===== src/rtl/ucode_alu_pkg.sv =====
package ucode_alu_pkg;
    localparam int OP_W = 5;

    typedef enum logic [OP_W-1:0] {
        OP_ADD      = 5'd0,
        OP_ADD_U    = 5'd1,
        OP_ADD_C    = 5'd2,
        OP_ADD_CU   = 5'd3,
        OP_SUB      = 5'd4,
        OP_SUB_U    = 5'd5,
        OP_SUB_C    = 5'd6,
        OP_SUB_CU   = 5'd7,
        OP_OR       = 5'd8,
        OP_AND      = 5'd9,
        OP_XOR      = 5'd10,
        OP_CLR      = 5'd11,
        OP_SHL      = 5'd12,
        OP_SHR      = 5'd13,
        OP_SAR      = 5'd14,
        OP_ROL      = 5'd15,
        OP_ROR      = 5'd16,
        OP_XSHR     = 5'd17,
        OP_MERGE    = 5'd18
    } op_e;
endpackage


===== src/rtl/ucode_alu_arith.sv =====
module ucode_alu_arith #(
    parameter int WIDTH = 16
) (
    input  logic [WIDTH-1:0] a,
    input  logic [WIDTH-1:0] b,
    input  logic             sub,
    input  logic             use_cin,
    input  logic             cin,
    output logic [WIDTH-1:0] sum,
    output logic             cout
);
    logic [WIDTH-1:0] b_eff;
    logic             k;
    logic [WIDTH:0]   total;

    always_comb begin
        b_eff = sub ? ~b : b;
        k     = use_cin ? cin : sub;
        total = {1'b0, a} + {1'b0, b_eff} + {{WIDTH{1'b0}}, k};
        sum   = total[WIDTH-1:0];
        cout  = total[WIDTH];
    end
endmodule


===== src/rtl/ucode_alu_logic.sv =====
module ucode_alu_logic #(
    parameter int WIDTH = 16
) (
    input  logic [WIDTH-1:0] a,
    input  logic [WIDTH-1:0] b,
    output logic [WIDTH-1:0] y_or,
    output logic [WIDTH-1:0] y_and,
    output logic [WIDTH-1:0] y_xor,
    output logic [WIDTH-1:0] y_clr
);
    always_comb begin
        y_or  = a | b;
        y_and = a & b;
        y_xor = a ^ b;
        y_clr = a & ~b;
    end
endmodule


===== src/rtl/ucode_alu_shift.sv =====
module ucode_alu_shift #(
    parameter int WIDTH = 16,
    localparam int SHW  = $clog2(WIDTH)
) (
    input  logic [WIDTH-1:0] a,
    input  logic [WIDTH-1:0] b,
    input  logic [SHW-1:0]   amt,
    input  logic [SHW-1:0]   xsh,
    input  logic [SHW-1:0]   xmsk,
    output logic [WIDTH-1:0] y_shl,
    output logic [WIDTH-1:0] y_shr,
    output logic [WIDTH-1:0] y_sar,
    output logic [WIDTH-1:0] y_rol,
    output logic [WIDTH-1:0] y_ror,
    output logic [WIDTH-1:0] y_xshr,
    output logic [WIDTH-1:0] y_merge
);
    logic [WIDTH-1:0]   field;
    logic [WIDTH-1:0]   place;
    logic [2*WIDTH-1:0] dbl_l;
    logic [2*WIDTH-1:0] dbl_r;
    logic [2*WIDTH-1:0] pair;

    // field mask: bit i set when i <= xmsk
    for (genvar i = 0; i < WIDTH; i++) begin : g_field
        assign field[i] = (SHW'(i) <= xmsk);
    end

    always_comb begin
        y_shl   = a << amt;
        y_shr   = a >> amt;
        y_sar   = WIDTH'($signed(a) >>> amt);
        dbl_l   = {a, a} << amt;
        dbl_r   = {a, a} >> amt;
        y_rol   = dbl_l[2*WIDTH-1:WIDTH];
        y_ror   = dbl_r[WIDTH-1:0];
        pair    = {a, b} >> xsh;
        y_xshr  = pair[WIDTH-1:0] & field;
        place   = field << xsh;
        y_merge = ((a << xsh) & place) | (b & ~place);
    end
endmodule


===== src/rtl/ucode_alu.sv =====
module ucode_alu
    import ucode_alu_pkg::*;
#(
    parameter int WIDTH = 16,
    localparam int SHW  = $clog2(WIDTH)
) (
    input  logic             clk,
    input  logic             rst_n,
    input  logic [OP_W-1:0]  op_i,
    input  logic [WIDTH-1:0] opa_i,
    input  logic [WIDTH-1:0] opb_i,
    input  logic [SHW-1:0]   xsh_i,
    input  logic [SHW-1:0]   xmsk_i,
    input  logic             cy_i,
    output logic [WIDTH-1:0] res_o,
    output logic             cy_o,
    output logic             cy_we_o
);
    op_e              op;
    logic             is_arith;
    logic [WIDTH-1:0] sum;
    logic             cout;
    logic [WIDTH-1:0] y_or, y_and, y_xor, y_clr;
    logic [WIDTH-1:0] y_shl, y_shr, y_sar, y_rol, y_ror, y_xshr, y_merge;
    logic [WIDTH-1:0] res_d;
    logic             cy_d;
    logic             we_d;

    assign op       = op_e'(op_i);
    assign is_arith = (op_i[OP_W-1:3] == '0);

    ucode_alu_arith #(.WIDTH(WIDTH)) i_arith (
        .a(opa_i), .b(opb_i), .sub(op_i[2]), .use_cin(op_i[1]), .cin(cy_i),
        .sum(sum), .cout(cout)
    );

    ucode_alu_logic #(.WIDTH(WIDTH)) i_logic (
        .a(opa_i), .b(opb_i),
        .y_or(y_or), .y_and(y_and), .y_xor(y_xor), .y_clr(y_clr)
    );

    ucode_alu_shift #(.WIDTH(WIDTH)) i_shift (
        .a(opa_i), .b(opb_i), .amt(opb_i[SHW-1:0]), .xsh(xsh_i), .xmsk(xmsk_i),
        .y_shl(y_shl), .y_shr(y_shr), .y_sar(y_sar), .y_rol(y_rol),
        .y_ror(y_ror), .y_xshr(y_xshr), .y_merge(y_merge)
    );

    // next-value selection
    always_comb begin
        we_d = is_arith & op_i[0];
        cy_d = we_d ? cout : cy_i;
        unique case (op)
            OP_ADD, OP_ADD_U, OP_ADD_C, OP_ADD_CU,
            OP_SUB, OP_SUB_U, OP_SUB_C, OP_SUB_CU: res_d = sum;
            OP_OR:    res_d = y_or;
            OP_AND:   res_d = y_and;
            OP_XOR:   res_d = y_xor;
            OP_CLR:   res_d = y_clr;
            OP_SHL:   res_d = y_shl;
            OP_SHR:   res_d = y_shr;
            OP_SAR:   res_d = y_sar;
            OP_ROL:   res_d = y_rol;
            OP_ROR:   res_d = y_ror;
            OP_XSHR:  res_d = y_xshr;
            OP_MERGE: res_d = y_merge;
            default:  res_d = '0;
        endcase
    end

    // output register
    always_ff @(posedge clk) begin
        if (!rst_n) begin
            res_o   <= '0;
            cy_o    <= 1'b0;
            cy_we_o <= 1'b0;
        end else begin
            res_o   <= res_d;
            cy_o    <= cy_d;
            cy_we_o <= we_d;
        end
    end

    assert_carry_hold_R4: assert property (@(posedge clk) disable iff (!rst_n)
        !(op_i[OP_W-1:3] == '0 && op_i[0]) |=> (!cy_we_o && cy_o == $past(cy_i)));

    assert_sub_equal_R3: assert property (@(posedge clk) disable iff (!rst_n)
        (op_i == 5'd5 && opa_i == opb_i) |=> (res_o == '0 && cy_o && cy_we_o));

    assert_clear_disjoint_R6: assert property (@(posedge clk) disable iff (!rst_n)
        (op_i == 5'd11) |=> ((res_o & $past(opb_i)) == '0));

    assert_rotate_zero_R8: assert property (@(posedge clk) disable iff (!rst_n)
        (op_i == 5'd15 && opb_i[SHW-1:0] == '0) |=> (res_o == $past(opa_i)));

    assert_field_width_R9: assert property (@(posedge clk) disable iff (!rst_n)
        (op_i == 5'd17) |=> ((res_o >> (32'($past(xmsk_i)) + 32'd1)) == '0));

    assert_unused_zero_R11: assert property (@(posedge clk) disable iff (!rst_n)
        (op_i > 5'd18) |=> (res_o == '0));
endmodule


===== config.mk =====
export PLATFORM = sky130hd
export DESIGN_NAME = ucode_alu
export DESIGN_NICKNAME = d
export VERILOG_FILES = /design/src/rtl/ucode_alu_pkg.sv /design/src/rtl/ucode_alu_arith.sv /design/src/rtl/ucode_alu_logic.sv /design/src/rtl/ucode_alu_shift.sv /design/src/rtl/ucode_alu.sv
export SDC_FILE = /design/constraint.sdc
export NUM_CORES = 1
export LEC_CHECK = 0
export BUFFER_PORTS_ARGS = -buffer_cell sky130_fd_sc_hd__buf_2
export CAP_MARGIN = 10
export CORE_UTILIZATION = 34
export CTS_BUF_LIST = sky130_fd_sc_hd__clkbuf_4
export CTS_CLUSTER_DIAMETER = 30
export DETAILED_ROUTE_END_ITERATION = 16
export GPL_ROUTABILITY_DRIVEN = 0
export SLEW_MARGIN = 20
export SYNTH_ARGS = -nofsm -noshare
export SYNTH_HDL_FRONTEND = slang
export SYNTH_SLANG_ARGS = --single-unit

===== constraint.sdc =====
create_clock -name clk -period 10.8 [get_ports clk]
set_clock_uncertainty 0.05 [all_clocks]
set_input_delay 0 -clock clk [delete_from_list [all_inputs] [get_ports clk]]
set_output_delay 0 -clock clk [all_outputs]
set_load 0.03 [all_outputs]

# Word level (Yosys, flattened, before mapping)
# Cells that the tools add are included.
[classes] addsub=2 order_cmp=16 n_eq_ne=18 shift=8 n_mux=4 bitwise=11 n_reduce_logical=3
[op_table] cell="$pmux 16 s12" count=1
[op_table] cell="$and 16x16->16" count=5
[op_table] cell="$shr 32x4->16" count=2
[op_table] cell="$shl 16x4->16" count=3
[op_table] cell="$eq 5x4->1 const B" count=8
[op_table] cell="$le 4x4->1 const A" count=8
[op_table] cell="$not 16->16" count=2
[op_table] cell="$or 16x16->16" count=2
[op_table] cell="$shl 32x4->32" count=1
[op_table] cell="$eq 5x3->1 const B" count=4
[op_table] cell="$add 16x16->17" count=1
[op_table] cell="$add 17x1->17" count=1
[op_table] cell="$le 3x4->1 const A" count=4
[op_table] cell="$mux 16" count=1
[op_table] cell="$shr 16x4->16" count=1
[op_table] cell="$sshr 16x4->16" count=1
[op_table] cell="$xor 16x16->16" count=1
[op_table] cell="$eq 5x5->1 const B" count=3
[op_table] cell="$eq 5x2->1 const B" count=2
[op_table] cell="$le 1x4->1 const A" count=2
[op_table] cell="$le 2x4->1 const A" count=2
[op_table] cell="$reduce_or 8->1" count=1
[op_table] cell="$eq 5x1->1 const B" count=1
[op_table] cell="$logic_not 5->1" count=1
[op_table] cell="other kinds (3)" count=4
[totals] regBits=18 in_bits=48 output_inout_bits=18 word_cells=65

# Logic depth before layout (Yosys ltp)
# Gate-level depths: netlist (run 1).
[depth] word_depth=6 depth_mapped=14 mapped_depth_nobuf=10

# Hierarchy
# From an unflattened synthesis (run 1), not the netlist that was laid out.
[hier_totals] cells_unflattened=1115 area_unflattened_um2=8680.8
[by_module_without_submodules] mod="ucode_alu_shift" n_inst=1 cells_each=617 area_per_inst_um2=4663.2 seq_area_each_um2=0.0
[by_module_without_submodules] mod="ucode_alu" n_inst=1 cells_each=271 area_per_inst_um2=2250.9 seq_area_each_um2=360.3
[by_module_without_submodules] mod="ucode_alu_arith" n_inst=1 cells_each=131 area_per_inst_um2=985.9 seq_area_each_um2=0.0
[by_module_without_submodules] mod="ucode_alu_logic" n_inst=1 cells_each=96 area_per_inst_um2=780.7 seq_area_each_um2=0.0

# Worst setup path after synthesis (run 1)
# OpenSTA, ideal clock, no wires.
[synth_path] kind="input port to flip-flop" start="input op_i[2]" end="register cy_o" setup_time_ps=135 t_arrival_ps=3592 t_required_ps=10615 setup_slack_ps=7022 path_stages=13 n_path_buf=3 path_cell_list="clkbuf_1 clkbuf_1 buf_1 xor2_1 fa_1 fa_1 a211oi_1 o21ba_2 o31ai_1 a2111oi_0 nor3_1 a2111oi_0 nor4b_1"
[synth_via] elab_chain_len=4 word_cells_on_any_way=5 classes_between="add/sub (2); mux (3)"
[synth_rtl] element="start: declaration" line="ucode_alu.sv:9" text="input logic [OP_W-1:0] op_i,"
[synth_rtl] element="$mux 16" line="ucode_alu_arith.sv:17" text="b_eff = sub ? ~b : b;"
[synth_rtl] element="$add 16x16->17" line="ucode_alu_arith.sv:19" text="total = {1'b0, a} + {1'b0, b_eff} + {{WIDTH{1'b0}}, k};"
[synth_rtl] element="$add 17x1->17 (*)" line="ucode_alu_arith.sv:19"
[synth_rtl] element="$mux 1 (*)" line="ucode_alu.sv:51" text="cy_d = we_d ? cout : cy_i;"
[synth_rtl] element="end signal: assignment" line="ucode_alu.sv:78" text="cy_o <= cy_d;"
[synth_rtl] element="end: declaration" line="ucode_alu.sv:16" text="output logic cy_o,"
# Mark *: on every way between the ends. The rest lies on a longest branch, timed or not.
# A chain may end at the register's enable or synchronous reset.

# Final worst setup path (run 1)
[layout_path] start="input op_i[1]" end="register cy_o"
[layout_via] elab_chain_len=3
[layout_rtl] element="$mux 1" line="ucode_alu_arith.sv:18" text="k = use_cin ? cin : sub;"
[layout_rtl] element="$add 17x1->17" line="ucode_alu_arith.sv:19"
[layout_rtl] element="$mux 1" line="ucode_alu.sv:51"
# Every way passes these cells.

==> summary.txt, run 1 <==
pre-CTS setup slack = 7.056 ns
clk slew on worst S/H paths = 0.12 ns
Unique masters post-synth = 84
hold_sp = op_i[0]
# port buffers = 65
nets = 1022
number of global-route vias before repair = 7515
DR vias = 8326
Resize count post-CTS = 0
clock share of power = 7.4%
die height = 150.6 µm
vias per inst = 6.830
# DRC = 0
Tot Pwr = 0.4883 mW
Worst slew margin = 19.73%
Primary FF master, synth = dfxtp_1
Area Overhead vs Synth = 3.999%
combinational share of power = 77.9%
Syn Area/Cell = 7.726 µm²
Starting Density = 34.52%
Leakage = 3.061 nW
Num Clock Sinks = 18
hold crit path type = input pin to flop
CTS tree = done
first-pass GRT wire length = 46820 µm
Seq/Total Area, Yosys = 4.798%
Yosys top cell area share = 20.09%
CP peak stage delay = 0.60 ns
CTS Root Cell = clkbuf_4
# rows = 54
Slew @ Worst Pin = 1.201 ns
#FFs+latches synth = 18
total net switching power = 0.2590 mW
Max Clock Freq = 0.2906 GHz
Synth area leaders = mux4_2 (20%), mux2i_1 (8.4%), ha_1 (5.5%)
initial antenna violation count = 0
IO Count = 66
HPWL Detailed = 21750 µm
Max Cap Viol = 0
fraction of layout cells with a size suffix above 1 = 18.98%
core area = 21760 µm²
CP arrival = 3.58 ns
largest net degree at the start of global routing = 64
cells after synthesis = 972
power per cell area = 62.52 nW/µm²
total negative setup slack = 0 ns
crit path max-delay cell type = buf_2
H-tree levels = 1
CTS buffer count = 3
CTS Buffer Depth = 2
Hold Path Stages = 2
Post-Syn Nets = 1055
Util after Layout = 35.90%
Post-synth EDFFs = 0
FFs w/ async S/R, synth = 0%
DR iter-0 viols = 1411
CP Max Fanout = 30
CP cell instances = buf_2 > mux2_2 > fa_1 > fa_1 > a211oi_1 > o21ba_2 > o31ai_1 > a2111oi_0 > nor3_1 > a2111oi_0 > nor4b_1
Hold Buf Count CTS = 2
setup slack after layout = 7.359 ns
total setup buffers inserted after CTS = 0
status = finished, final reports clean
cell area after synthesis = 7510 µm²
Total Routing Usage GR = 27.35%
Pre-antenna DRT Iters = 6
die width = 150.6 µm
Crit Path Class = input pin to flop
CP Data Required Time = 10.94 ns
per-cell routed wire length = 25.73 µm
GRT overflow = 0
Yosys top cell by area = mux4_2
internal power = 0.2293 mW
Seq pwr share = 14.7%
final worst-path cycle share = 31.86%
Antenna Violating Nets Remaining = 0
Hold Violations, Final = 0
final WL = 31360 µm
Fillers = 2296
Ys Warns = 0
max-slew violation count = 0
Sw Ratio = 53.05%
full die area = 22690 µm²
worst hold path endpoint = cy_we_o$_SDFF_PN0_
Peak VDD IR = 0.00003266 V
CP Capture Type = flop
type of origin of the critical path = input pin
Final setup viols = 0
unrepaired setup endpoints after global routing = false
fin crit period = 3.441 ns
## how the worst max path moves through the flow
stage,from,endpoint,slack (ns),depth (start not counted)
finish,op_i[1],cy_o$_SDFF_PN0_,7.36,11
detailed placement,op_i[1],cy_o$_SDFF_PN0_,7.06,11
global route,op_i[1],cy_o$_SDFF_PN0_,7.14,11
CTS,op_i[1],cy_o$_SDFF_PN0_,7.38,11
global placement,op_i[1],cy_o$_SDFF_PN0_,7.12,11
floorplan,op_i[2],cy_o$_SDFF_PN0_,7.02,13
## cell usage in the layout (no fill, tap or decap), drive strengths merged, types with 5 or more instances in the layout
cell type  Yosys  routed
a32oi          9       9
a31oi         23      23
nand2b         8       8
ha            33      33
o21ai         46      46
o311ai         5       5
o221ai         5       5
or3            7       7
xor2          36      36
and3          12      12
buf           49      76
mux4          67      67
a2111oi       12      12
nand3         24      24
nor4           6       6
mux2          13      13
inv           38      38
nand2         86      86
o211ai        15      15
and2           8       8
o22ai         12      12
nor2b          7       7
o31ai          8       8
nor3          24      24
a211oi        22      22
mux2i         63      63
o21a           7       7
a21o           7       7
or2            5       5
nor2          87      87
a21oi         59      59
dfxtp         18      18
## stage by stage
step / hold slack [ns] / cells / instance area, µm²
after global routing: 0.01540 / 1218 / 7807
after detailed placement: 0.2254 / 1212 / 7760
after floorplan: 0.1025 / 972 / 7510
after global placement: 0.2299 / 1212 / 7760
final: 0.02500 / 1219 / 7810
after CTS: 0.01314 / 1218 / 7806
## synth_stat cells, drive strengths merged, types with 8 or more instances
cell type / count
xor2: 36
o31ai: 8
clkbuf: 67
nand2b: 8
and3: 12
mux2: 13
nor2: 87
mux4: 67
nor3: 24
nand2: 86
a21oi: 59
o21ai: 46
a211oi: 22
o211ai: 15
a31oi: 23
a2111oi: 12
dfxtp: 18
mux2i: 63
o22ai: 12
a32oi: 9
ha: 33
buf: 49
nand3: 24
inv: 38
and2: 8
## registers in the layout, summed over array words and instances, names as in the netlist
| register | cells |
|---|---|
| cy_o | 1 |
| cy_we_o | 1 |
| res_o | 16 |
## per-layer routing
metal  wire length (µm)  GRT usage (%)
met1              12570          38.04
met4               1487          12.05
met2              13550          40.60
met5                  0              0
met3               3755          5.424
## kinds of logic after synthesis
family	share of synthesized area [%]
AND/OR/NAND/NOR	18.54
AO/OA/AOI/OAI	26.54
buffers and inverters	8.847
multiplexers	30.44
XOR/XNOR	4.665
adder cells (fa/ha/maj)	6.165
flip-flops	4.798
## power groups by stage
stage               Clock, mW  Combinational, mW  Sequential (mW)
floorplan                   0              0.264           0.0831
global placement            0              0.365           0.0735
detailed placement          0              0.367           0.0734
CTS                    0.0377              0.369           0.0719
global route           0.0414              0.404           0.0725
finish                 0.0363              0.380           0.0718
## critical path: cells and delay by family
kind | cells | cell delay, ns
mux | 1 | 0.42
buf+inv | 1 | 0.60
fa+ha+maj | 2 | 0.85
compound gates | 5 | 1.42
simple gates | 2 | 0.26
## final cells by class
class | instances | area (µm²) | area share (%)
multi-input cells | 798 | 6492 | 83.13
repair buffers | 78 | 427.9 | 5.479
flip-flops and latches | 18 | 360.3 | 4.614
well taps | 280 | 350.3 | 4.486
inverters | 40 | 150.1 | 1.922
clock buffers | 3 | 22.52 | 0.2884
clock inverters | 1 | 3.754 | 0.04806
diodes | 1 | 2.502 | 0.03204
No activity file was read; power rests on OpenSTA's default activity.
==> inputs of run 2 (changes only) <==
==> constraint.sdc (replaced) <==
create_clock -name clk -period 3.27 [get_ports clk]
set_clock_uncertainty 0.05 [all_clocks]
set_input_delay 0 -clock clk [delete_from_list [all_inputs] [get_ports clk]]
set_output_delay 0 -clock clk [all_outputs]
set_load 0.03 [all_outputs]
==> run 2 against run 1 <==
Sequential share of layout area shrank 0.16 points. Final area grew 3.6%. First-iteration DRC count shrank 13%. Core utilization grew 1.3 points. Clock power grew to 3.4 times the previous value. Combinational power grew to 3.4 times the previous value. Clock-buffer cell count is the same. Sequential power grew to 3.3 times the previous value. Critical endpoint unchanged. Largest power group unchanged.
==> summary.txt, run 2 (synthesis gave the netlist of run 1 again) <==
max-slew violation count = 0 (unchanged)
number of global-route vias before repair = 7754 (+3.2%)
Slew @ Worst Pin = 0.9395 ns (-0.2614 ns)
Total Routing Usage GR = 28.22% (+0.87 points)
CTS tree = done
CTS Root Cell = clkbuf_4
IO Count = 66 (unchanged)
DR iter-0 viols = 1230 (-13%)
Area Overhead vs Synth = 7.714%
fin crit period = 2.713 ns
full die area = 22690 µm² (unchanged)
final hold slack = 0.003155 ns (-0.02185 ns)
power per cell area = 206.1 nW/µm² (+230%)
Hold Buf Count CTS = 1 (-1)
crit path max-delay cell type = a2111oi_0
final worst-path cycle share = 82.97%
CTS buffer count = 3 (unchanged)
die width = 150.6 µm (unchanged)
CP peak stage delay = 0.42 ns (-0.18 ns)
total setup buffers inserted after CTS = 0 (unchanged)
CP Data Required Time = 3.41 ns (-7.53 ns)
GRT overflow = 0 (unchanged)
Worst slew margin = 35.74% (+16 points)
CTS Buffer Depth = 2 (unchanged)
register name with the most flops = res_o
fraction of layout cells with a size suffix above 1 = 21.64% (+2.7 points)
final WL = 32110 µm (+2.4%)
final instance area = 8089 µm² (+3.6%)
# rows = 54 (unchanged)
Hold Violations, Final = 0 (unchanged)
Leakage = 3.217 nW (+5.1%)
hold_sp = cy_i
Resize count post-CTS = 0 (unchanged)
Max Cap Viol = 0 (unchanged)
DR vias = 8585 (+3.1%)
die height = 150.6 µm (unchanged)
Util after Layout = 37.18% (+1.3 points)
largest net degree at the start of global routing = 60 (-6.3%)
Max Clock Freq = 0.3686 GHz
Final setup viols = 0 (unchanged)
CP cell instances = buf_2 > mux2_2 > fa_1 > fa_2 > a211oi_2 > o21ba_2 > o31ai_1 > a2111oi_0 > nor3_1 > a2111oi_0 > nor4b_1
# port buffers = 65 (unchanged)
core area = 21760 µm² (unchanged)
placed cell area = 8048 µm² (+3.7%)
nets = 1050 (+2.7%)
vias per inst = 6.879 (+0.71%)
initial antenna violation count = 2 (+2)
total negative setup slack = 0 ns (unchanged)
# DRC = 0 (unchanged)
first-pass GRT wire length = 48290 µm (+3.1%)
critical path startpoint = op_i[1]
Pre-antenna DRT Iters = 5 (-1)
CP Capture Point = cy_o$_SDFF_PN0_
CP Max Fanout = 3 (-90%)
Peak VDD IR = 0.0001103 V (+240%)
type of origin of the critical path = input pin
Num Clock Sinks = 18 (unchanged)
Crit Path Class = input pin to flop
HPWL Detailed = 23760 µm (+9.2%)
biggest regs = res_o (16), cy_o (1), cy_we_o (1)
H-tree levels = 1 (unchanged)
unrepaired setup endpoints after global routing = false
CP arrival = 2.85 ns (-0.73 ns)
hold crit path type = input pin to flop
max reg flops = 16 (unchanged)
Antenna Violating Nets Remaining = 0 (unchanged)
Fillers = 2279 (-0.74%)
CP Capture Type = flop
clk slew on worst S/H paths = 0.12 ns (about the same)
status = finished, final reports clean
commonest non-fill, non-tap cell in the layout = nor2_1
most frequent CP cell = a2111oi_0
Starting Density = 34.52% (unchanged)
per-cell routed wire length = 25.73 µm (about the same)
commonest cells after routing, fill and taps aside = nor2_1 (87), nand2_1 (86), mux4_2 (67)
run 2: worst min-delay path by stage:
stage                               to  slack [ns]  cells after the start
floorplan           cy_we_o$_SDFF_PN0_        0.10                      1
finish                 cy_o$_SDFF_PN0_       0.003                      3
global placement    cy_we_o$_SDFF_PN0_        0.22                      2
global route           cy_o$_SDFF_PN0_        0.01                      3
detailed placement  cy_we_o$_SDFF_PN0_        0.22                      2
CTS                    cy_o$_SDFF_PN0_        0.01                      3
run 2: area by class of cell:
class	count	area (µm²)	area share, %
Sequential cell	18	360.3	4.455
Tap cell	280	350.3	4.331
Clock inverter	1	3.754	0.04640
Multi-Input combinational cell	798	6499	80.34
Antenna cell	2	5.005	0.06187
Clock buffer	3	22.52	0.2784
Timing Repair Buffer	106	698.2	8.631
Inverter	40	150.1	1.856
run 2: per-stage QoR:
step	total power [mW]	instances	setup slack, ns
floorplan	1.149	972	0.05674
CTS	1.631	1246	0.5906
finish	1.667	1248	0.5569
global route	1.764	1247	0.3970
detailed placement	1.503	1241	0.2675
global placement	1.496	1241	0.2730
run 2: critical path, delay by kind of cell:
family / cells / cell delay, ns
compound gates: 5 / 1.33
mux: 1 / 0.35
buf+inv: 1 / 0.09
fa+ha+maj: 2 / 0.81
simple gates: 2 / 0.27
run 2: layer usage:
| layer | global-route usage (%) | wire (µm) | up-vias |
|---|---|---|---|
| met1 | 38.72 | 12780 | 4103 |
| met5 | 0 | 0 | - |
| li1 | - | - | 3708 |
| met2 | 41.11 | 13380 | 659 |
| met4 | 13.15 | 1834 | 0 |
| met3 | 7.061 | 4119 | 115 |
run 2: where the power goes:
part	leakage (nW)	switching [mW]	internal [mW]
combinational	3.05	0.797	0.509
clock	0.0154	0.0796	0.0445
sequential	0.147	0.00309	0.234
==> inputs of run 3 (changes only) <==
==> constraint.sdc (replaced) <==
create_clock -name clk -period 2.7 [get_ports clk]
set_clock_uncertainty 0.05 [all_clocks]
set_input_delay 0 -clock clk [delete_from_list [all_inputs] [get_ports clk]]
set_output_delay 0 -clock clk [all_outputs]
set_load 0.03 [all_outputs]
==> run 3 against run 2 <==
Non-clock buffer count increased by 86. Clock-buffer cell count unchanged. Sequential cell count unchanged. Sequential power increased by 21%. Combinational power increased by 32%. Largest power group unchanged. Highest routed layer is now met5.
==> summary.txt, run 3 (synthesis gave the netlist of run 1 again) <==
first-pass GRT wire length = 49750 µm (+3.0%)
final WL = 33370 µm (+3.9%)
CP Capture Type = flop
CP Data Required Time = 2.86 ns (-0.55 ns)
# rows = 54 (unchanged)
commonest cells after routing, fill and taps aside = buf_4 (121), nor2_1 (87), nand2_1 (86)
Num Clock Sinks = 18 (unchanged)
worst path bufs/invs = 3 (+2)
Slew @ Worst Pin = 0.8429 ns (-0.09661 ns)
CTS Root Cell = clkbuf_4
Max Clock Freq = 0.3869 GHz
largest net degree at the start of global routing = 38 (-37%)
area occupied by multi-input gates = 6521 µm² (+0.35%)
CP Capture Point = res_o[13]$_SDFF_PN0_
type of origin of the critical path = input pin
Fillers = 2258 (-0.92%)
Worst slew margin = 42.35% (+6.6 points)
Leakage = 3.628 nW (+13%)
sequential cell area = 360.3 µm² (unchanged)
Total Routing Usage GR = 29.29% (+1.1 points)
Max Cap Viol = 0 (unchanged)
CTS Buffer Depth = 2 (unchanged)
Top delay family on crit path = compound AO/OA/AOI/OAI gates
HPWL Detailed = 25350 µm (+6.7%)
H-tree levels = 1 (unchanged)
die width = 150.6 µm (unchanged)
DR vias = 8768 (+2.1%)
Pre-antenna DRT Iters = 8 (+3)
Starting Density = 34.52% (unchanged)
IO Count = 66 (unchanged)
register name with the most flops = res_o
CTS buffer count = 3 (unchanged)
CP peak stage delay = 0.59 ns (+0.17 ns)
commonest non-fill, non-tap cell in the layout = buf_4
crit path max-delay cell type = mux4_2
clk slew on worst S/H paths = 0.12 ns (about the same)
critical path startpoint = opb_i[0]
Crit Path Class = input pin to flop
status = finished, final reports clean
CTS tree = done
biggest regs = res_o (16), cy_o (1), cy_we_o (1)
Peak VDD IR = 0.0001634 V (+48%)
fraction of layout cells with a size suffix above 1 = 28.33% (+6.7 points)
Tot Pwr = 2.164 mW (+30%)
total negative setup slack = 0 ns (unchanged)
die height = 150.6 µm (unchanged)
cell count along the critical path = 10 (-1)
full die area = 22690 µm² (unchanged)
DR iter-0 viols = 1225 (-0.41%)
fin crit period = 2.585 ns
max-slew violation count = 0 (unchanged)
CP arrival = 2.74 ns (-0.11 ns)
per-cell routed wire length = 25.03 µm (-2.7%)
setup slack after layout = 0.1151 ns (-0.4418 ns)
CP cell instances = buf_2 > buf_6 > mux4_2 > a22oi_1 > o31ai_1 > a21oi_1 > o2bb2ai_1 > a311oi_1 > buf_4 > a31oi_1
Final setup viols = 0 (unchanged)
GRT overflow = 0 (unchanged)
number of global-route vias before repair = 8182 (+5.5%)
# DRC = 0 (unchanged)
pre-CTS setup slack = -0.2965 ns (-0.5640 ns)
max reg flops = 16 (unchanged)
Hold Violations, Final = 0 (unchanged)
Area Overhead vs Synth = 16.33%
final worst-path cycle share = 95.74%
nets = 1136 (+8.2%)
power per cell area = 247.7 nW/µm² (+20%)
placed cell area = 8676 µm² (+7.8%)
Antenna Violating Nets Remaining = 0 (unchanged)
hold crit path type = input pin to flop
CP Max Fanout = 37 (+34)
total setup buffers inserted after CTS = 0 (unchanged)
# port buffers = 65 (unchanged)
core area = 21760 µm² (unchanged)
vias per inst = 6.578 (-4.4%)
initial antenna violation count = 2 (unchanged)
unrepaired setup endpoints after global routing = false
final instance area = 8736 µm² (+8.0%)
run 3: final cells by class:
class | instances | share of cell area (%)
Clock buffer | 3 | 0.2578
Multi-Input combinational cell | 798 | 74.65
Inverter | 40 | 1.719
Sequential cell | 18 | 4.125
Tap cell | 280 | 4.010
Antenna cell | 1 | 0.02865
Clock inverter | 1 | 0.04297
Timing Repair Buffer | 192 | 15.17
run 3: how the worst min path moves through the flow:
| stage | start | end | slack, ns | cells after the start |
|---|---|---|---|---|
| global route | op_i[0] | cy_we_o$_SDFF_PN0_ | 0.03 | 2 |
| global placement | rst_n | cy_we_o$_SDFF_PN0_ | 0.22 | 2 |
| floorplan | rst_n | cy_we_o$_SDFF_PN0_ | 0.10 | 1 |
| CTS | op_i[0] | cy_we_o$_SDFF_PN0_ | 0.01 | 2 |
| detailed placement | rst_n | cy_we_o$_SDFF_PN0_ | 0.22 | 2 |
| finish | op_i[0] | cy_we_o$_SDFF_PN0_ | 0.02 | 2 |
run 3: metal layers:
layer  up-vias  global-route usage, %  wire length (µm)
met4         2                  13.20              1806
met5         -                      0                 8
met2       652                  43.27             13980
li1       3874                      -                 -
met3       109                  6.424              4197
met1      4131                  40.43             13380
run 3: timing repair:
action                                  CTS  global route
endpoints found under the setup margin    0             4
resized for setup                         0             4
endpoints found under the hold margin     2             0
hold buffers                              2             0
run 3: stage by stage:
stage | hold slack, ns | std cells | utilization [%]
global route | 0.02530 | 1333 | 40.15
detailed placement | 0.2177 | 1326 | 39.88
global placement | 0.2206 | 1326 | 39.88
finish | 0.01923 | 1333 | 40.15
CTS | 0.01346 | 1332 | 40.09
floorplan | 0.1025 | 972 | -
run 3: power by group:
| part | total [mW] | switching, mW | internal (mW) |
|---|---|---|---|
| sequential | 0.287 | 0.00351 | 0.284 |
| combinational | 1.73 | 1.01 | 0.727 |
| clock | 0.144 | 0.0898 | 0.0539 |
